[src/rtl/irq_summary_pkg.sv]
package irq_summary_pkg;
  localparam int LANES  = 3;
  localparam int BYTE_W = 8;

  typedef struct packed {
    logic [LANES-1:0] wrSel;
    logic [LANES-1:0] rdSel;
  } strobe_t;
endpackage

[src/rtl/irq_summary_ctrl.sv]
module irq_summary_ctrl
  import irq_summary_pkg::*;
#(
  parameter int ADDR_W = 12,
  parameter logic [ADDR_W-1:0] BASE_ADDR = 12'h804
) (
  input  logic              clk,
  input  logic              rstN,
  input  logic [ADDR_W-1:0] addr,
  input  logic              wrEn,
  input  logic              rdEn,
  output strobe_t           strb
);
  logic [LANES-1:0] laneHit;

  for (genvar k = 0; k < LANES; k++) begin : g_decode
    assign laneHit[k] = (addr == BASE_ADDR + ADDR_W'(k));
  end

  assign strb.wrSel = wrEn ? laneHit : '0;
  assign strb.rdSel = rdEn ? laneHit : '0;

  // at most one lane selected per access
  assert_one_write_lane_R2: assert property (@(posedge clk) disable iff (!rstN)
    $onehot0(strb.wrSel));
  assert_one_read_lane_R3: assert property (@(posedge clk) disable iff (!rstN)
    $onehot0(strb.rdSel));
endmodule

[src/rtl/irq_summary_datapath.sv]
module irq_summary_datapath
  import irq_summary_pkg::*;
#(
  parameter int NUM_LINES = 19
) (
  input  logic                 clk,
  input  logic                 rstN,
  input  strobe_t              strb,
  input  logic [BYTE_W-1:0]    wrData,
  input  logic [NUM_LINES-1:0] irqReq,
  output logic [BYTE_W-1:0]    rdData,
  output logic                 irqOut
);
  localparam int PAD_W = LANES * BYTE_W;
  localparam logic [PAD_W-1:0] VALID_BITS = PAD_W'((64'd1 << NUM_LINES) - 64'd1);

  logic [NUM_LINES-1:0] maskQ;
  logic [PAD_W-1:0]     reqPad;
  logic                 anyEnabled;

  // One mask flop per existing line; reserved positions have no storage.
  for (genvar b = 0; b < NUM_LINES; b++) begin : g_mask
    always_ff @(posedge clk) begin
      if (!rstN)                     maskQ[b] <= 1'b1;
      else if (strb.wrSel[b/BYTE_W]) maskQ[b] <= wrData[b%BYTE_W];
    end
  end

  assign reqPad     = PAD_W'(irqReq);
  assign anyEnabled = |(irqReq & ~maskQ);

  always_ff @(posedge clk) begin
    if (!rstN) irqOut <= 1'b0;
    else       irqOut <= anyEnabled;
  end

  always_comb begin
    rdData = '0;
    for (int k = 0; k < LANES; k++) begin
      if (strb.rdSel[k]) rdData = reqPad[k*BYTE_W +: BYTE_W];
    end
  end

  // a fully masked state never lets the output rise
  assert_masked_quiet_R1: assert property (@(posedge clk) disable iff (!rstN)
    (&maskQ) |=> !irqOut);
  // a write to lane 0 loads that mask byte
  assert_lane0_load_R2: assert property (@(posedge clk) disable iff (!rstN)
    strb.wrSel[0] |=> maskQ[BYTE_W-1:0] == $past(wrData));
  // no write strobe, no mask change
  assert_mask_hold_R8: assert property (@(posedge clk) disable iff (!rstN)
    (strb.wrSel == '0) |=> $stable(maskQ));
  // output falls one edge after the last enabled request goes away
  assert_output_drop_R6: assert property (@(posedge clk) disable iff (!rstN)
    (irqReq & ~maskQ) == '0 |=> !irqOut);
  // reserved read positions are zero
  assert_reserved_zero_R5: assert property (@(posedge clk) disable iff (!rstN)
    strb.rdSel[LANES-1] |-> (rdData & ~VALID_BITS[PAD_W-1 -: BYTE_W]) == '0);
endmodule

[src/rtl/irq_summary_unit.sv]
module irq_summary_unit
  import irq_summary_pkg::*;
#(
  parameter int ADDR_W = 12,
  parameter logic [ADDR_W-1:0] BASE_ADDR = 12'h804,
  parameter int NUM_LINES = 19
) (
  input  logic                 clk,
  input  logic                 rstN,
  input  logic [ADDR_W-1:0]    addr,
  input  logic [7:0]           wrData,
  input  logic                 wrEn,
  input  logic                 rdEn,
  output logic [7:0]           rdData,
  input  logic [NUM_LINES-1:0] irqReq,
  output logic                 irqOut
);
  strobe_t strb;

  irq_summary_ctrl #(.ADDR_W(ADDR_W), .BASE_ADDR(BASE_ADDR)) i_ctrl (
    .clk(clk), .rstN(rstN), .addr(addr), .wrEn(wrEn), .rdEn(rdEn), .strb(strb)
  );

  irq_summary_datapath #(.NUM_LINES(NUM_LINES)) i_dp (
    .clk(clk), .rstN(rstN), .strb(strb), .wrData(wrData),
    .irqReq(irqReq), .rdData(rdData), .irqOut(irqOut)
  );

  // idle read port drives zero
  assert_idle_read_R7: assert property (@(posedge clk) disable iff (!rstN)
    !rdEn |-> rdData == 8'h00);
endmodule

[config.mk]
export PLATFORM = sky130hd
export DESIGN_NAME = irq_summary_unit
export DESIGN_NICKNAME = d
export VERILOG_FILES = /design/src/rtl/irq_summary_pkg.sv /design/src/rtl/irq_summary_ctrl.sv /design/src/rtl/irq_summary_datapath.sv /design/src/rtl/irq_summary_unit.sv
export SDC_FILE = /design/constraint.sdc
export NUM_CORES = 1
export LEC_CHECK = 0
export CAP_MARGIN = 10
export CORE_ASPECT_RATIO = 0.9
export CORE_MARGIN = 3
export CORE_UTILIZATION = 41
export CTS_CLUSTER_DIAMETER = 100
export DETAILED_ROUTE_END_ITERATION = 10
export HOLD_SLACK_MARGIN = 0.02
export MAX_ROUTING_LAYER = met4
export PLACE_DENSITY = 0.77
export SETUP_SLACK_MARGIN = 0.2
export SYNTH_ARGS = -nofsm -noshare
export SYNTH_HDL_FRONTEND = slang
export SYNTH_SLANG_ARGS = --single-unit
[constraint.sdc]
create_clock -name clk -period 1.9 [get_ports clk]
set_input_delay 0.38 -clock clk [delete_from_list [all_inputs] [get_ports clk]]
set_output_delay 0.38 -clock clk [all_outputs]
set_load 0.05 [all_outputs]
# Yosys cells after proc, flatten, opt, wreduce, memory -nomap -nowiden
# Cells that the tools add are included.
# word_totals
latchBits	0
mem_count	0
input_bits	43
reg_bits	20
ram_bits	0
romBits	0
# classes
shifts	0
order_cmp	0
mux	5
bitwise_logic	2
div	0
eq_ne	3
mul	0
n_addsub	0
reduce_logical	1
# ops
op	count
12-bit equality test, second input constant	3
8-bit two-way mux	3
19-bit AND	1
19-bit inverter	1
19-bit OR reduction	1
3-bit two-way mux	2

# Logic depth before layout (Yosys ltp)
# Gate-level depths: netlist of run 1.
# logic_depth
word_depth	5
mapped_depth	5

# Cells and area by module
# Synthesis of run 1 repeated with hierarchy kept, for this count alone.
# hier_totals
hier_cells	130
area_unflattened_um2	1057.3
# modules_own_cells
module	seq_area_each_um2	cells_each	n_inst	area_per_inst_um2
irq_summary_datapath	400.4	115	1	955.9
irq_summary_ctrl	0.0	15	1	101.3

# Least setup slack after synthesis of run 1
# OpenSTA, ideal clock, no wires.
# synth_path
path_type	input port to output port
startpoint	in addr[5]
endpoint	out rdData[0]
path_buffers	1
path_slack_ns	-0.452
arrival_ns	1.972
path_stages	5
t_required_ns	1.520
cell_sequence	nor4_4 > nand4_2 > or2_1 > buf_6 > o2bb2ai_1
# synth_via
elab_chain_len	5
word_cells_on_any_way	7
cone_classes	3 x eq/ne; 4 x mux
# synth_lines
element	line	rtl
from (decl)	irq_summary_unit.sv:10	input logic [ADDR_W-1:0] addr,
12-bit equality test	irq_summary_ctrl.sv:17	assign laneHit[k] = (addr == BASE_ADDR + ADDR_W'(k));
3-bit two-way mux *	irq_summary_ctrl.sv:21	assign strb.rdSel = rdEn ? laneHit : '0;
8-bit two-way mux (2 in series)	irq_summary_datapath.sv:40	if (strb.rdSel[k]) rdData = reqPad[k*BYTE_W +: BYTE_W];
8-bit two-way mux *	irq_summary_datapath.sv:40	
to (decl)	irq_summary_unit.sv:14	output logic [7:0] rdData,
# Every way passes the cells marked *; elsewhere a longest branch is shown, timed or not.

# Worst setup path in the final report of run 1
# layout_path
startpoint	in addr[6]
endpoint	out rdData[1]
# The elaborated chain is that of the path after synthesis.

==> reports/metrics.csv, run 1 <==
stage,metric,value,unit
detailed_routing,remaining_drc_errors,0,
finish,final_nets,241,
worst_setup_path,crit_type,primary input to output pin,
worst_setup_path,crit_top_cell,buf_12,
clocking,cts.clk_slew.worst_paths,110,ps
logic_synthesis,syn_area,1131,sq um
finish,num_antenna_cells,0,
logic_synthesis,syn_inst,125,
finish,postLayoutCellArea,2067,sq um
clocking,numCtsBuffers,3,
clocking,cts.path.max_buffers,2,
timing,rsz0062_at_grt,true,
detailed_routing,avgRoutedWirePerCell,16.50,um
timing,period_share,108.0,%
global_routing,track_usage,23.30,%
clocking,hold_buffers,0,
global_routing,grt_max_degree,13,
worst_setup_path,reg2regPathDepth,4,
finish,area_growth,82.74,%
floorplanning,num_io_pins,52,
floorplanning,start_util,44.69,%
detailed_routing,drt_iter0_markers,17,
finish,drive_above_1_share,29.95,%
timing,fin_skew,12.29,ps
worst_setup_path,path_buf_inv,3,
clocking,clk-insertion-delay-late,300,ps
min_path,hold_end,i_dp.maskQ[16]$_SDFFE_PN1P_,
worst_setup_path,r2r-start,i_dp.maskQ[14]$_SDFFE_PN1P_,
logic_synthesis,ys_ff_latch,20,
outcome,run_status,finished with violations,
logic_synthesis,yosysWarnings,0,
detailed_routing,via_per_inst,5.307,
power,irDropWorstVdd,0.5835,mV
clocking,htreeDepth,1,
worst_setup_path,rrSetupSlack,830,ps
global_routing,grt_antenna_before_repair,0,
finish,utilization,81.66,%
detailed_routing,antenna_left,0,
detailed_routing,finalWirelength,3.713,mm
worst_setup_path,worst-path-max-fanout,7,
worst_setup_path,startpoint_type,primary input,
timing,period_needed,2051,ps
worst_setup_path,critPathMaxStageDelay,300,ps
global_routing,grt_pass1_vias,1328,
worst_setup_path,cp-end-kind,output pin,
detailed_routing,vias,1194,
placed_design,io_buffers,51,
timing,setup_ws,-151.3,ps
placed_design,hpwl,2.797,mm
clocking,clock-root-buffer,clkbuf_4,
floorplanning,die_h,55.83,um
placed_design,gp_congestion,0.9363,
worst_setup_path,worst-endpoint-arrival,1670,ps
timing,hold_viol_final,0,
power,cellLeakagePower,0.0009565,uW
worst_setup_path,crit_chain,"buf_6, nor4_4, nand4_2, or2_1, buf_12, o2bb2ai_4, buf_12",
outcome,violations,negative setup slack,
timing,worst_slew_pin_slew,487.9,ps
timing,slew_violations,0,
power,power_density,460.5,nW/um^2
logic_synthesis,syn-num-nets,168,
min_path,hold_path_depth,2,
worst_setup_path,path_depth,7,
placed_design,place_area,1927,sq um
worst_setup_path,r2r_end,i_dp.irqOut$_SDFF_PN0_,
global_routing,grt_pass1_wl,5.906,mm
floorplanning,core_area,2531,sq um
min_path,min_from,i_dp.maskQ[16]$_SDFFE_PN1P_,
worst_setup_path,cp.required,1520,ps
worst_setup_path,critical_path.top_delay_family,simple AND/OR/NAND/NOR gates,
worst_setup_path,startpoint,addr[6],
global_routing,grt_overflow,0,
timing,setup-violations-final,7,
logic_synthesis,ys_types,23,
min_path,hold_path_class,flop to flop,
detailed_routing,dr.pass1.iters,4,
timing,fmaxAchievable,487.5,MHz
clocking,cts_sinks,20,
clocking,cts_tree,yes,
floorplanning,fp.dieW,61.37,um
floorplanning,rows,17,
floorplanning,dieArea,3426,sq um
worst_setup_path,crit_slowest_cell,nor4_4,
logic_synthesis,synth_area_per_cell,9.049,sq um
run,timing.max_cap.violations,0,
logic_synthesis,yosysSeqAreaShare,35.40,%
timing,slew_headroom,67.60,%
[worst max path at each step]
stage               slack (ps)        end
floorplan                  -40  rdData[0]
global placement          -450  rdData[1]
detailed placement        -490  rdData[1]
CTS                       -160  rdData[1]
global route              -230  rdData[1]
finish                    -150  rdData[1]
[power breakdown]
part	internal, uW	leakage, uW	switching [uW]	total, uW
clock	213	0.0000279	133	347
combinational	112	0.000767	73.6	186
sequential	419	0.000162	0.0251	419
total	745	0.000956	207	952
[registers in the layout, summed over array words and instances (netlist names)]
signal and flops:
i_dp.maskQ 19, i_dp.irqOut 1
[tightest hold or removal path, cell delays in order, from the launching register on]
cell	delay, ps
dfxtp_1	340
mux2i_1	70
nand2_1	60
[cell usage in the layout (no fill, tap or decap), types with 2 or more instances in the layout]
master	synthesis	routed
mux2i_1	27	27
clkdlybuf4s50_1	0	26
dfxtp_1	20	20
nand2_1	19	19
buf_4	0	19
inv_1	15	15
buf_12	0	10
dlygate4sd2_1	0	9
nor2_4	0	6
nand2b_1	6	6
buf_2	2	5
o22ai_1	4	4
clkbuf_4	0	3
buf_6	2	3
nand4_2	2	2
o2bb2ai_4	0	2
and4_2	2	2
and3b_1	2	2
o2111ai_1	2	2
nor3_1	2	2
[synth_stat cells, drive strengths merged]
| library cell | instances | share of area (%) |
|---|---|---|
| mux2i | 27 | 24 |
| dfxtp | 20 | 35 |
| nand2 | 19 | 6.3 |
| inv | 15 | 5.0 |
| nor2 | 7 | 2.3 |
| nand2b | 6 | 3.3 |
| buf | 4 | 2.9 |
| o22ai | 4 | 2.2 |
| a31oi | 2 | 1.1 |
| and3b | 2 | 1.5 |
| and4 | 2 | 1.8 |
| clkbuf | 2 | 0.66 |
| nand4 | 2 | 2.2 |
| nor3 | 2 | 0.88 |
| nor3b | 2 | 1.3 |
| o2111ai | 2 | 1.5 |
| o2bb2ai | 2 | 1.5 |
| a222oi | 1 | 0.88 |
| and2b | 1 | 0.66 |
| nor4 | 1 | 1.9 |
| nor4b | 1 | 2.1 |
| or2 | 1 | 0.55 |
[logic make-up after synthesis]
group	count (synthesis)	share of synthesized area, %
AND/OR/NAND/NOR	46	24.89
multiplexers	27	23.89
buffers and inverters	21	8.517
flip-flops	20	35.40
AO/OA/AOI/OAI	11	7.301
[area by class of cell]
class,instances,area [sq um]
sequential,20,400.4
tap,28,35.03
clock buffer,3,22.52
inverter,15,56.30
clock inverter,1,30.03
fill,176,464.2
timing repair buffer,74,783.3
multi-input combinational,84,739.5
[routing by layer]
layer	wire length, um	global-route usage [%]	up-vias	share of wire [%]
met5	0	-	-	0
met4	78	6.970	0	2.1
met3	204	3.944	9	5.5
met2	1921	40.79	43	52
met1	1509	26.35	561	41
li1	-	-	581	-
[stage by stage]
stage          std cells  setup slack [ps]  hold WS [ps]  total power, uW  TNS [ps]
2_1_floorplan        125            -39.31         432.2            472.4    -129.8
3_3_place_gp         212            -454.8         448.5            594.5     -4819
3_5_place_dp         212            -493.7         460.2            597.6     -5899
4_1_cts              223            -156.5         490.4            954.1    -787.1
5_1_grt              225            -231.2         514.0            986.3     -1216
6_report             225            -151.3         487.8            951.8    -663.7
[timing repair]
item / in CTS / in global routing
buffers inserted: 6 / 2
resized for setup: 47 / 0
setup endpoints to repair: 17 / 8
cloned: 1 / 0
pin swaps: 8 / 4
Power figures use the tool's default switching activity.
==> inputs of run 2 (changes only) <==
--- a/config.mk
+++ b/config.mk
@@ -11,6 +11,7 @@
 export CORE_UTILIZATION = 41
 export CTS_CLUSTER_DIAMETER = 100
 export DETAILED_ROUTE_END_ITERATION = 10
+export GPL_ROUTABILITY_DRIVEN = 0
 export HOLD_SLACK_MARGIN = 0.02
 export MAX_ROUTING_LAYER = met4
 export PLACE_DENSITY = 0.77
==> reports/metrics.csv, run 2 (same netlist as run 1, synthesis figures left out) <==
stage,metric,value,unit
outcome,run_status,finished with violations,
outcome,violations,negative setup slack,
detailed_routing,drt_iter0_markers,34,
placed_design,hpwl,2.793,mm
floorplanning,rows,17,
global_routing,grt_pass1_vias,1366,
detailed_routing,via_per_inst,5.500,
min_path,hold_end,i_dp.maskQ[16]$_SDFFE_PN1P_,
timing,finalSetupTns,-2129,ps
run,timing.max_cap.violations,0,
worst_setup_path,startpoint,addr[3],
clocking,clock-root-buffer,clkbuf_4,
finish,num_antenna_cells,0,
power,cellLeakagePower,0.001001,uW
global_routing,grt_pass1_wl,6.272,mm
worst_setup_path,crit_slowest_cell,dlygate4sd2_1,
clocking,cts.path.max_buffers,2,
floorplanning,start_util,44.69,%
placed_design,dp.cells,212,
power,power_density,443.8,nW/um^2
floorplanning,die_h,55.83,um
finish,area_growth,91.70,%
finish,largest_register_ffs,19,
clocking,cts_tree,yes,
worst_setup_path,startpoint_type,primary input,
worst_setup_path,cp-end-kind,output pin,
global_routing,grt_antenna_before_repair,0,
finish,final_nets,248,
worst_setup_path,worst-endpoint-arrival,1710,ps
floorplanning,dieArea,3426,sq um
detailed_routing,antenna_left,0,
timing,rsz0062_at_grt,true,
clocking,cts_sinks,20,
clocking,hold_buffers,0,
timing,fmaxAchievable,477.7,MHz
detailed_routing,remaining_drc_errors,0,
timing,slew_headroom,67.22,%
timing,setup-violations-final,23,
worst_setup_path,r2r_end,i_dp.irqOut$_SDFF_PN0_,
floorplanning,core_area,2531,sq um
worst_setup_path,cp.required,1520,ps
floorplanning,num_io_pins,52,
detailed_routing,avgRoutedWirePerCell,18.28,um
clocking,cts.clk_slew.worst_paths,120,ps
finish,top_regs,"i_dp.maskQ (19), i_dp.irqOut (1)",
worst_setup_path,critPathMaxStageDelay,230,ps
placed_design,place_area,1927,sq um
clocking,htreeDepth,1,
finish,drive_above_1_share,31.86,%
finish,fill_cells,132,
worst_setup_path,reg2regPathDepth,4,
clocking,numCtsBuffers,3,
min_path,min_from,i_dp.maskQ[16]$_SDFFE_PN1P_,
worst_setup_path,path_buf_inv,4,
timing,fin_skew,2.256,ps
worst_setup_path,crit_top_cell,buf_6,
timing,worst_slew_pin_slew,493.6,ps
placed_design,io_buffers,51,
timing,slew_violations,0,
clocking,clk-insertion-delay-late,300,ps
worst_setup_path,crit_chain,"dlygate4sd2_1, and2b_1, nand4_2, buf_6, nor3b_4, buf_6, o2bb2ai_4, buf_12",
worst_setup_path,rrSetupSlack,770,ps
global_routing,track_usage,24.93,%
finish,registers.top_by_ff_count,i_dp.maskQ,
timing,setup_ws,-193.4,ps
placed_design,place_ws,-535.3,ps
finish,postLayoutCellArea,2168,sq um
worst_setup_path,r2r-start,i_dp.maskQ[14]$_SDFFE_PN1P_,
global_routing,grt_overflow,0,
detailed_routing,finalWirelength,4.242,mm
timing,period_share,110.2,%
worst_setup_path,crit_type,primary input to output pin,
min_path,hold_path_class,flop to flop,
detailed_routing,vias,1276,
detailed_routing,dr.pass1.iters,4,
worst_setup_path,worst-path-max-fanout,2,
worst_setup_path,critical_path.top_delay_family,buffers and inverters,
finish,finalNonFillerCells,232,
finish,final_cell_mix,"mux2i_1, clkdlybuf4s50_1, dfxtp_1, nand2_1, buf_6",
timing,hold_viol_final,0,
power,irDropWorstVdd,0.4214,mV
timing,period_needed,2093,ps
global_routing,grt_max_degree,13,
finish,utilization,85.66,%
min_path,hold_path_depth,2,
floorplanning,fp.dieW,61.37,um
[run 2: cell types whose count changed in the layout (fill, tap and decap cells not counted), moves of 2 or more]
cell           change
and4_2             -2
and4_4             +2
buf_4              -7
buf_6             +14
dlygate4sd2_1      -2
[run 2: cell type report]
cell class	count	area [sq um]	area share, %
Inverter	15	56.30	2.597
Tap cell	28	35.03	1.616
Sequential cell	20	400.4	18.47
Multi-Input combinational cell	84	745.7	34.39
Clock buffer	3	22.52	1.039
Clock inverter	1	30.03	1.385
Timing Repair Buffer	81	878.3	40.51
[run 2: per-stage QoR]
step | hold slack, ps | power (uW)
after floorplan | 432.2 | 472.4
after CTS | 483.0 | 956.5
after detailed placement | 456.4 | 598.2
final | 478.0 | 962.2
after global placement | 448.2 | 594.0
after global routing | 503.6 | 991.6
[run 2: timing repair]
| action | in CTS | in global routing |
|---|---|---|
| pin swaps | 14 | 7 |
| resized for setup | 53 | 9 |
| setup buffers | 12 | 4 |
| endpoints found under the setup margin | 18 | 27 |
| cloned | 0 | 0 |
[run 2: tightest hold or removal path: stages, from the launching register on]
cell and delay, ps:
dfxtp_1 350, mux2i_1 60, nand2_1 50
[run 2: where the power goes]
part	switching (uW)	internal (uW)	leakage, uW
combinational	79.4	115	0.000811
sequential	0.0249	419	0.000162
clock	136	213	0.0000279
total	215	747	0.00100
[run 2: per-layer routing]
metal,track usage (%),vias up,part of all wire (%)
met5,-,-,0
met4,9.394,0,3.7
met3,6.265,16,7.9
met2,42.90,63,52
met1,26.73,611,36
li1,-,586,-
[run 2: worst max-delay path by stage]
stage / cells past startpoint / to
finish: 8 / rdData[0]
CTS: 8 / rdData[0]
global route: 8 / rdData[0]
floorplan: 5 / rdData[0]
global placement: 8 / rdData[1]
detailed placement: 8 / rdData[0]
==> inputs of run 3 (changes only) <==
--- a/config.mk
+++ b/config.mk
@@ -5,16 +5,18 @@
 export SDC_FILE = /design/constraint.sdc
 export NUM_CORES = 1
 export LEC_CHECK = 0
+export ABC_AREA = 1
 export CAP_MARGIN = 10
+export CELL_PAD_IN_SITES_DETAIL_PLACEMENT = 1
+export CELL_PAD_IN_SITES_GLOBAL_PLACEMENT = 1
 export CORE_ASPECT_RATIO = 0.9
 export CORE_MARGIN = 3
-export CORE_UTILIZATION = 41
+export CORE_UTILIZATION = 30
 export CTS_CLUSTER_DIAMETER = 100
 export DETAILED_ROUTE_END_ITERATION = 10
-export GPL_ROUTABILITY_DRIVEN = 0
 export HOLD_SLACK_MARGIN = 0.02
 export MAX_ROUTING_LAYER = met4
-export PLACE_DENSITY = 0.77
+export PLACE_DENSITY = 0.76
 export SETUP_SLACK_MARGIN = 0.2
 export SYNTH_ARGS = -nofsm -noshare
 export SYNTH_HDL_FRONTEND = slang
==> reports/metrics.csv, run 3 <==
stage,metric,value,unit
outcome,run_status,finished with violations,
outcome,violations,negative setup slack,
finish,area_growth,73.08,%
worst_setup_path,crit_slowest_cell,nor2_8,
power,irDropWorstVdd,0.3210,mV
logic_synthesis,synthTopCellsByArea,"dfxtp_1, o211ai_2, inv_1, nand2_1, nor2_1",
timing,finalSetupTns,-38.74,ps
finish,num_antenna_cells,0,
timing,period_needed,1920,ps
logic_synthesis,yosys-top-cells-count,"inv_1, nand2_1, nor2_1",
logic_synthesis,synth_ff_type,dfxtp_1,
global_routing,grt_antenna_before_repair,0,
finish,largest_register_ffs,19,
clocking,cts.path.max_buffers,2,
min_path,hold_path_class,flop to flop,
floorplanning,core_area,4184,sq um
clocking,numCtsBuffers,3,
floorplanning,rows,22,
placed_design,io_buffers,51,
logic_synthesis,synth_area_per_cell,7.578,sq um
clocking,clk-insertion-delay-late,260,ps
timing,setup_ws,-20.49,ps
placed_design,gp_congestion,0.8180,
finish,fill_cells,497,
run,timing.max_cap.violations,0,
clocking,htreeDepth,1,
global_routing,track_usage,16.94,%
timing,worst_slew_pin_slew,481.8,ps
finish,registers.top_by_ff_count,i_dp.maskQ,
logic_synthesis,syn-num-nets,219,
logic_synthesis,synth_edf_count,0,
logic_synthesis,ys_ff_latch,20,
finish,multiInputGateArea,892.1,sq um
power,cellLeakagePower,0.001242,uW
power,seqPwrFrac,48.1,%
global_routing,grt_pass1_wl,7.113,mm
detailed_routing,antenna_left,0,
logic_synthesis,yosysWarnings,0,
logic_synthesis,yosysSeqAreaShare,30.02,%
clocking,cts_tree,yes,
timing,fmaxAchievable,520.7,MHz
finish,drive_above_1_share,39.18,%
timing,slew_headroom,68.01,%
placed_design,hpwl,3.245,mm
placed_design,place_ws,-387.5,ps
timing,rsz0062_at_grt,true,
clocking,hold_buffers,0,
power,power_density,377.8,nW/um^2
timing,fin_skew,1.011,ps
finish,final_nets,290,
logic_synthesis,ys_types,25,
finish,final_cell_mix,"nand2_1, inv_1, clkdlybuf4s50_1, dfxtp_1, o211ai_2",
power,power_frac_clock,31.1,%
detailed_routing,avgRoutedWirePerCell,14.05,um
worst_setup_path,critPathMaxStageDelay,180,ps
floorplanning,die_h,69.26,um
global_routing,grt_overflow,0,
power,combPwrFrac,20.9,%
detailed_routing,vias,1392,
power,switchingPower,215.6,uW
timing,setup-violations-final,3,
global_routing,grt_max_degree,21,
finish,top_regs,"i_dp.maskQ (19), i_dp.irqOut (1)",
global_routing,grt_pass1_vias,1445,
worst_setup_path,crit_type,primary input to output pin,
logic_synthesis,syn_inst,176,
logic_synthesis,synth_top_cell_by_area,dfxtp_1,
power,swShare,24.72,%
timing,hold_viol_final,0,
clocking,cts.clk_slew.worst_paths,70,ps
worst_setup_path,cp.required,1520,ps
floorplanning,start_util,31.88,%
floorplanning,num_io_pins,52,
logic_synthesis,ys_async_sr_fraction,0,%
floorplanning,fp.dieW,76.29,um
worst_setup_path,crit_chain,"buf_6, nor2_4, nand2_4, nor2_8, nand4_4, buf_6, o22ai_4, buf_12",
timing,period_share,101.1,%
detailed_routing,finalWirelength,4.284,mm
timing,slew_violations,0,
detailed_routing,via_per_inst,4.564,
worst_setup_path,worst-path-max-fanout,7,
logic_synthesis,synth_top_area_share,30.02,%
detailed_routing,drt_iter0_markers,44,
worst_setup_path,worst-endpoint-arrival,1540,ps
power,p_int,656.5,uW
worst_setup_path,crit_top_cell,buf_6,
finish,register_area,400.4,sq um
floorplanning,dieArea,5283,sq um
detailed_routing,remaining_drc_errors,0,
detailed_routing,dr.pass1.iters,4,
clocking,cts_sinks,20,
clocking,clock-root-buffer,clkbuf_8,
logic_synthesis,syn_area,1334,sq um
worst_setup_path,startpoint_type,primary input,
worst_setup_path,cp-end-kind,output pin,
run 3: final timing paths:
check | endpoint | cells past startpoint | start | slack [ps]
setup / recovery | rdData[7] | 8 | addr[5] | -20
setup reg to reg | i_dp.irqOut$_SDFF_PN0_ | 7 | i_dp.maskQ[2]$_SDFFE_PN1P_ | 900
hold reg to reg | i_dp.maskQ[0]$_SDFFE_PN1P_ | 2 | i_dp.maskQ[0]$_SDFFE_PN1P_ | 480
hold / removal | i_dp.maskQ[0]$_SDFFE_PN1P_ | 2 | i_dp.maskQ[0]$_SDFFE_PN1P_ | 480
run 3: timing repair:
item / CTS / global route
setup buffers: 8 / 4
resized for setup: 58 / 8
endpoints found under the setup margin: 9 / 8
pin swaps: 14 / 12
run 3: final cells by class:
| class | count | share of cell area (%) |
|---|---|---|
| Multi-Input combinational cell | 115 | 38.65 |
| Clock buffer | 3 | 1.789 |
| Tap cell | 60 | 3.252 |
| Inverter | 36 | 6.070 |
| Timing Repair Buffer | 71 | 32.90 |
| Sequential cell | 20 | 17.34 |
run 3: metrics by stage:
stage	util, %	std cells	hold slack [ps]	cell area, sq um	power [uW]
final	55.17	305	475.9	2308	872.1
after CTS	53.65	301	481.4	2245	877.3
after global routing	55.17	305	506.6	2308	913.5
after detailed placement	50.75	290	458.2	2123	602.2
after global placement	50.75	290	454.3	2123	601.0
after floorplan	-	176	438.3	1423	486.6
run 3: power by group through the flow:
| stage | registers (uW) | clock network (uW) | logic, uW |
|---|---|---|---|
| 2_1_floorplan | 429 | 0 | 57.8 |
| 3_3_place_gp | 429 | 0 | 172 |
| 3_5_place_dp | 429 | 0 | 173 |
| 4_1_cts | 419 | 286 | 173 |
| 5_1_grt | 419 | 298 | 197 |
| 6_report | 419 | 271 | 182 |
run 3: logic make-up after synthesis:
logic type,Yosys count,synth area share (%)
buf+inv,41,12.95
compound gates,31,21.95
simple gates,84,35.08
flops,20,30.02
run 3: worst max-delay path, delay by kind of cell:
kind	cells	cell delay, ps
AO/OA/AOI/OAI	1	180
buffers and inverters	3	440
AND/OR/NAND/NOR	4	550
run 3: per-layer routing:
layer | part of all wire (%) | vias to the layer above | global-route usage [%]
met5 | 0 | - | -
met4 | 1.2 | 0 | 4.829
met3 | 4.4 | 5 | 2.597
met2 | 45 | 34 | 25.56
met1 | 49 | 641 | 23.51
li1 | - | 712 | -
